`config.mk`:
```
export PLATFORM = sky130hd
export DESIGN_NAME = rnd_unit
export DESIGN_NICKNAME = d
export VERILOG_FILES = /design/src/rtl/rnd_pkg.sv /design/src/rtl/rnd_decide.sv /design/src/rtl/rnd_apply.sv /design/src/rtl/rnd_unit.sv
export SDC_FILE = /design/constraint.sdc
export NUM_CORES = 1
export LEC_CHECK = 0
export BUFFER_PORTS_ARGS = -buffer_cell sky130_fd_sc_hd__buf_4
export CAP_MARGIN = 20
export CORE_UTILIZATION = 44
export DETAILED_ROUTE_END_ITERATION = 6
export GPL_TIMING_DRIVEN = 0
export PLACE_DENSITY = 0.76
export SETUP_SLACK_MARGIN = 0.4
export SLEW_MARGIN = 20
export SYNTH_ARGS = -nofsm -noshare
export SYNTH_HDL_FRONTEND = slang
export SYNTH_SLANG_ARGS = --single-unit
```
`constraint.sdc`:
```
create_clock -name clk -period 0.8 [get_ports clk]
set_input_delay 0.04 -clock clk [delete_from_list [all_inputs] [get_ports clk]]
set_output_delay 0.04 -clock clk [all_outputs]
set_load 0.1 [all_outputs]
```
`src/rtl/rnd_pkg.sv`:
```
package rnd_pkg;

   typedef enum logic [1:0] {
      RM_NEAR_EVEN = 2'b00,
      RM_TO_ZERO   = 2'b01,
      RM_TO_POS    = 2'b10,
      RM_TO_NEG    = 2'b11
   } rnd_mode_e;

endpackage

```
`src/rtl/rnd_decide.sv`:
```
module rnd_decide
   import rnd_pkg::*;
(
   input  logic       mode_i_bit1,
   input  logic       mode_i_bit0,
   input  logic       sign_i,
   input  logic       lsb_i,
   input  logic       guard_i,
   input  logic       round_i,
   input  logic       sticky_i,
   output logic       bump_o,
   output logic       lost_o
);

   rnd_mode_e mode;
   logic      below_any;

   always_comb begin
      mode      = rnd_mode_e'({mode_i_bit1, mode_i_bit0});
      below_any = guard_i | round_i | sticky_i;
      lost_o    = below_any;
      unique case (mode)
         RM_NEAR_EVEN: bump_o = guard_i & (round_i | sticky_i | lsb_i);
         RM_TO_ZERO:   bump_o = 1'b0;
         RM_TO_POS:    bump_o = below_any & ~sign_i;
         RM_TO_NEG:    bump_o = below_any & sign_i;
         default:      bump_o = 1'b0;
      endcase
   end

endmodule

```
`src/rtl/rnd_apply.sv`:
```
module rnd_apply #(
   parameter int EXP_W = 8,
   parameter int SIG_W = 24
) (
   input  logic                   sign_i,
   input  logic [EXP_W-1:0]       exp_i,
   input  logic [SIG_W-1:0]       sig_i,
   input  logic                   bump_i,
   output logic [EXP_W+SIG_W-1:0] word_o,
   output logic                   ovf_o
);

   localparam int FRAC_W = SIG_W - 1;
   localparam logic [EXP_W:0] EXP_TOP = {1'b0, {EXP_W{1'b1}}};

   logic [SIG_W:0]    sum;
   logic              carry;
   logic [FRAC_W-1:0] frac;
   logic [EXP_W:0]    exp_next;

   always_comb begin
      sum      = {1'b0, sig_i} + {{SIG_W{1'b0}}, bump_i};
      carry    = sum[SIG_W];
      frac     = carry ? sum[SIG_W-1:1] : sum[FRAC_W-1:0];
      exp_next = {1'b0, exp_i} + {{EXP_W{1'b0}}, carry};
      ovf_o    = (exp_next >= EXP_TOP);
      if (ovf_o) begin
         word_o = {sign_i, {EXP_W{1'b1}}, {FRAC_W{1'b0}}};
      end else begin
         word_o = {sign_i, exp_next[EXP_W-1:0], frac};
      end
   end

endmodule

```
`src/rtl/rnd_unit.sv`:
```
module rnd_unit
   import rnd_pkg::*;
#(
   parameter int EXP_W   = 8,
   parameter int SIG_W   = 24,
   parameter bit OUT_REG = 1'b1
) (
   input  logic                   clk,
   input  logic                   rst_n,
   input  logic                   in_sign,
   input  logic [EXP_W-1:0]       in_exp,
   input  logic [SIG_W-1:0]       in_sig,
   input  logic                   in_guard,
   input  logic                   in_round,
   input  logic                   in_sticky,
   input  logic [1:0]             in_mode,
   output logic [EXP_W+SIG_W-1:0] out_word,
   output logic                   out_inexact,
   output logic                   out_overflow
);

   localparam int WORD_W = EXP_W + SIG_W;
   localparam int FRAC_W = SIG_W - 1;
   localparam logic [EXP_W-1:0] EXP_ONES = {EXP_W{1'b1}};

   if (EXP_W < 2) begin : g_bad_exp
      $error("rnd_unit: EXP_W must be at least 2");
   end
   if (SIG_W < 2) begin : g_bad_sig
      $error("rnd_unit: SIG_W must be at least 2");
   end

   logic              bump;
   logic              lost;
   logic [WORD_W-1:0] word_c;
   logic              ovf_c;

   rnd_decide u_decide (
      .mode_i_bit1 (in_mode[1]),
      .mode_i_bit0 (in_mode[0]),
      .sign_i      (in_sign),
      .lsb_i       (in_sig[0]),
      .guard_i     (in_guard),
      .round_i     (in_round),
      .sticky_i    (in_sticky),
      .bump_o      (bump),
      .lost_o      (lost)
   );

   rnd_apply #(.EXP_W(EXP_W), .SIG_W(SIG_W)) u_apply (
      .sign_i (in_sign),
      .exp_i  (in_exp),
      .sig_i  (in_sig),
      .bump_i (bump),
      .word_o (word_c),
      .ovf_o  (ovf_c)
   );

   if (OUT_REG) begin : g_reg
      logic armed;

      always_ff @(posedge clk or negedge rst_n) begin
         if (!rst_n) begin
            out_word     <= '0;
            out_inexact  <= 1'b0;
            out_overflow <= 1'b0;
            armed        <= 1'b0;
         end else begin
            out_word     <= word_c;
            out_inexact  <= lost;
            out_overflow <= ovf_c;
            armed        <= 1'b1;
         end
      end

      // an overflow always carries the infinity encoding
      a_r8_overflow_is_inf: assert property (@(posedge clk) disable iff (!rst_n)
         out_overflow |-> (out_word[WORD_W-2:0] == {EXP_ONES, {FRAC_W{1'b0}}}));

      // sign of the word follows the sign presented one edge earlier
      a_r9_sign_kept: assert property (@(posedge clk) disable iff (!rst_n || !armed)
         out_word[WORD_W-1] == $past(in_sign));

      // the loss flag tracks the extra bits of the previous edge
      a_r7_inexact_tracks: assert property (@(posedge clk) disable iff (!rst_n || !armed)
         out_inexact == $past(in_guard | in_round | in_sticky));

      // toward zero leaves fraction and exponent untouched
      a_r3_zero_truncates: assert property (@(posedge clk) disable iff (!rst_n || !armed)
         ($past(in_mode) == RM_TO_ZERO && $past(in_exp) != EXP_ONES)
         |-> (out_word[WORD_W-2:0] == $past({in_exp, in_sig[FRAC_W-1:0]}) && !out_overflow));

      // exact inputs pass straight through in every mode
      a_r10_exact_passes: assert property (@(posedge clk) disable iff (!rst_n || !armed)
         ($past(!(in_guard | in_round | in_sticky)) && $past(in_exp) != EXP_ONES)
         |-> (out_word[WORD_W-2:0] == $past({in_exp, in_sig[FRAC_W-1:0]}) && !out_inexact));
   end else begin : g_comb
      always_comb begin
         out_word     = word_c;
         out_inexact  = lost;
         out_overflow = ovf_c;
      end

      // an overflow always carries the infinity encoding
      a_r8_overflow_is_inf: assert property (@(posedge clk) disable iff (!rst_n)
         out_overflow |-> (out_word[WORD_W-2:0] == {EXP_ONES, {FRAC_W{1'b0}}}));

      // sign is carried straight through
      a_r9_sign_kept: assert property (@(posedge clk) disable iff (!rst_n)
         out_word[WORD_W-1] == in_sign);

      // loss flag follows the extra bits
      a_r7_inexact_tracks: assert property (@(posedge clk) disable iff (!rst_n)
         out_inexact == (in_guard | in_round | in_sticky));

      // toward zero leaves fraction and exponent untouched
      a_r3_zero_truncates: assert property (@(posedge clk) disable iff (!rst_n)
         (in_mode == RM_TO_ZERO && in_exp != EXP_ONES)
         |-> (out_word[WORD_W-2:0] == {in_exp, in_sig[FRAC_W-1:0]}));
   end

endmodule

```
==> impl_results.md <==
- Count of flip-flops with a built-in enable after synthesis: 0
- Required time at the endpoint of the critical path: 0.96 ns
- Area overhead of the layout relative to synthesis: 87.3%
- Synthesized area per cell: 10.1 um2
- Number of buffers on the longest clock path: 2
- Syn_nets: 234
- Count of standard-cell rows: 23
- Total overflow reported by the global router: 0
- Placeable Area: 4120 um2
- Number of flip-flops and latches in the synthesized netlist: 34
- Hold WS: -0.316 ns
- Antenna violations before repair: 0
- Die area: 4650 um2
- Count of mapped cells out of synthesis: 190
- Number of maximum-capacitance constraint violations: 0
- Post-synth design cell area: 1930 um2
- Number of standard cells in the layout, taps in and fillers out: 341
- Starting density of the core: 0.468
- Type of element capturing the critical path: flop
- Wire length of the first global-routing pass: 10200 um
- Period utilization: 3.35
- Die width: 68.2 um
- Die outline height: 68.2 um
- Placed Cells incl. Taps: 313
- Violations in the final reports: hold timing, setup timing
- Number of unique standard cell types used by synthesis: 37
- Yosys warning total: 0
- Minimum period implied by the final worst setup slack: 2.68 ns
- CTS sink cnt: 34
- Top cells by area, synth: dfrtp_1 (44%), xor2_1 (5.0%), xnor2_1 (4.5%)
- Setup repair after global routing missed its margin: true
- Highest ir drop seen on vdd: 0.906 mV
- Clock edge transition at the registers on the reported setup and hold paths: 0.08 ns
- Power density normalized to cell area: 1490 nW/um2
- WP data arrival: 2.83 ns
- Clock tree from TritonCTS: done
- Final standard cell area without fillers: 3610 um2
- Result of the run: finished, violations left
- Root buffer cell: clkbuf_8
- Class of the worst hold path: in -> async
- Slew Viols, Final: 0
- Share of flip-flops with an asynchronous set or reset after synthesis: 1.00
- Final setup fails: 66
- Area post-placement: 2760 um2
- Cell taking the most area after synthesis: dfrtp_1
- Startpoint-to-endpoint class of the critical path: in -> reg
- Number of nets at the end of the flow: 334
- Clock buffer count from CTS: 5
- Final Power: 5390 uW
- Worst Slack Setup Final: -1.88 ns
- Fmax: 373 MHz
- Static Leakage: 0.00147 uW
- Antenna diodes: 0
- Via count: 1985
- Nature of the critical path startpoint: input port
- Dominant register cell in the synthesized netlist: dfrtp_1
- Seq/Total Area, Yosys: 0.442
- Wire length after detailed routing: 7010 um
- Number of nets still failing antenna checks after routing: 0
- Drt via density: 5.82
- # H-tree levels: 2
- PortBufs: 73
- HPWL after DPL: 3630 um
- Number of I/O pins: 74
- GP Congestion: 0.827
- Hold Vio Cnt, Final: 37
- Max-slew headroom at the worst pin: 0.701
- Vias in the first global route: 1997
- Violation count after the first detailed-route iteration: 143
- Number of detailed-route iterations in the first pass: 4
- Pin count of the biggest net entering global routing: 35
- Measured slew at the worst slew-check pin: 0.448 ns
- Crit Path Max Fanout: 5
- Routed wire length per instance: 20.6 um
- Share of the synthesized area in the top cell type: 0.442
- Share of post-route cells with drive strength above 1: 0.619
- All-layer global routing usage: 0.310
- DRC errors left: 0
## through the flow
stage	TNS (ns)	util	setup slack, ns	hold WS (ns)
floorplan	-55.36	-	-1.86	-0.256
global placement	-70.44	0.670	-2.38	0.00654
detailed placement	-71.35	0.670	-2.40	0.0119
CTS	-59.90	0.860	-1.82	-0.293
global route	-66.51	0.877	-2.00	-0.295
finish	-61.76	0.877	-1.88	-0.316
## path summary, 6_finish.rpt
kind / start / depth (start not counted) / end / slack [ns]
max in group asynchronous: rst_n / 1 / out_word[1] / 0.75
worst min-delay path: rst_n / 1 / out_word[3] / -0.32
min in group clk: in_sign / 1 / out_word[31] / -0.13
worst max-delay path: in_mode[1] / 18 / out_word[24] / -1.88
## area by class of cell
class | instances | area [um2]
Clock inverter | 3 | 40.0
Clock buffer | 5 | 68.8
Sequential cell | 34 | 975
Timing Repair Buffer | 93 | 1170
Tap cell | 50 | 62.6
Buffer | 4 | 45.0
Multi-Input combinational cell | 149 | 1240
Inverter | 3 | 11.3
Fill cell | 154 | 507
## layout by cell type (no fill, tap or decap), types with 2 or more instances in the layout
master,instances
and4_1,3
inv_1,3
and2_1,2
buf_4,55
nand2b_1,6
a21oi_2,3
nand2_1,10
nor3_4,5
xor2_1,11
dfrtp_4,33
o21a_1,2
ha_4,3
xnor2_1,9
buf_6,3
nor3_1,4
nand4_1,10
o21ai_0,9
buf_8,4
nand3_1,11
and3_1,4
clkinv_2,2
clkbuf_8,5
nor3_2,11
nor4_4,2
nand3_4,3
nor2_1,13
buf_12,34
mux2i_1,4
## flip-flops by register name (all words and copies together) (netlist names)
| signal | cells |
|---|---|
| out_inexact | 1 |
| out_word | 32 |
| out_overflow | 1 |
## synthesized netlist by cell type, types with 2 or more instances
cell and instances:
dfrtp_1 34, nor2_1 15, nand3_1 13, nor3_1 12, nand2_1 11, xor2_1 11
nand4_1 10, o21ai_0 10, xnor2_1 10, nor3_2 8, nand2b_1 7, and3_1 5
a21oi_1 4, ha_1 4, mux2i_1 4, and4_1 3, buf_4 3, inv_1 3
and2_1 2, nand3_2 2, nor4_4 2, o21a_1 2
## report_power, final
group	switching [uW]	internal, uW
clock network	679	918
logic	1140	678
registers	95.5	1880
total	1910	3470
## routing by layer
| layer | vias to the layer above | GRT usage | wire, um |
|---|---|---|---|
| met4 | 0 | 0.138 | 215 |
| met2 | 106 | 0.528 | 3670 |
| li1 | 888 | - | - |
| met5 | - | 0 | 0 |
| met3 | 19 | 0.0800 | 379 |
| met1 | 972 | 0.363 | 2740 |
## what timing repair did
action                                  4_1_cts  5_1_grt
endpoints found under the hold margin        37       37
buffers inserted                             16        3
pin swaps                                    22        7
resized for setup                           119       10
endpoints found under the setup margin       66       66
cloned                                        1        0
## worst max-delay path, cell delays in order
cell and delay (ns):
buf_6 0.09, nor2b_1 0.12, mux2i_1 0.14, o21ai_1 0.11
a21oi_2 0.12, ha_2 0.22, ha_4 0.15, nand3_4 0.07
nor4_4 0.19, and3_4 0.29, ha_4 0.17, nand3_4 0.08
o21a_1 0.19, o2111ai_2 0.24, o21ai_4 0.11, buf_12 0.14
buf_8 0.13, nand3b_1 0.18
## cells by family (layout without fill, tap and decap cells)
family                     Yosys count  count (layout)  share of synthesized area
AOI/OAI and AO/OA                   23              23                     0.0786
xor gates and xnor gates            21              21                     0.0955
adders and majority gates            4               4                     0.0260
buffers and inverters                7             108                     0.0234
DFF                                 34              34                      0.442
muxes                                4               4                     0.0208
and+or+nand+nor                     97              97                      0.314
No activity file was read; power rests on OpenSTA's default activity.
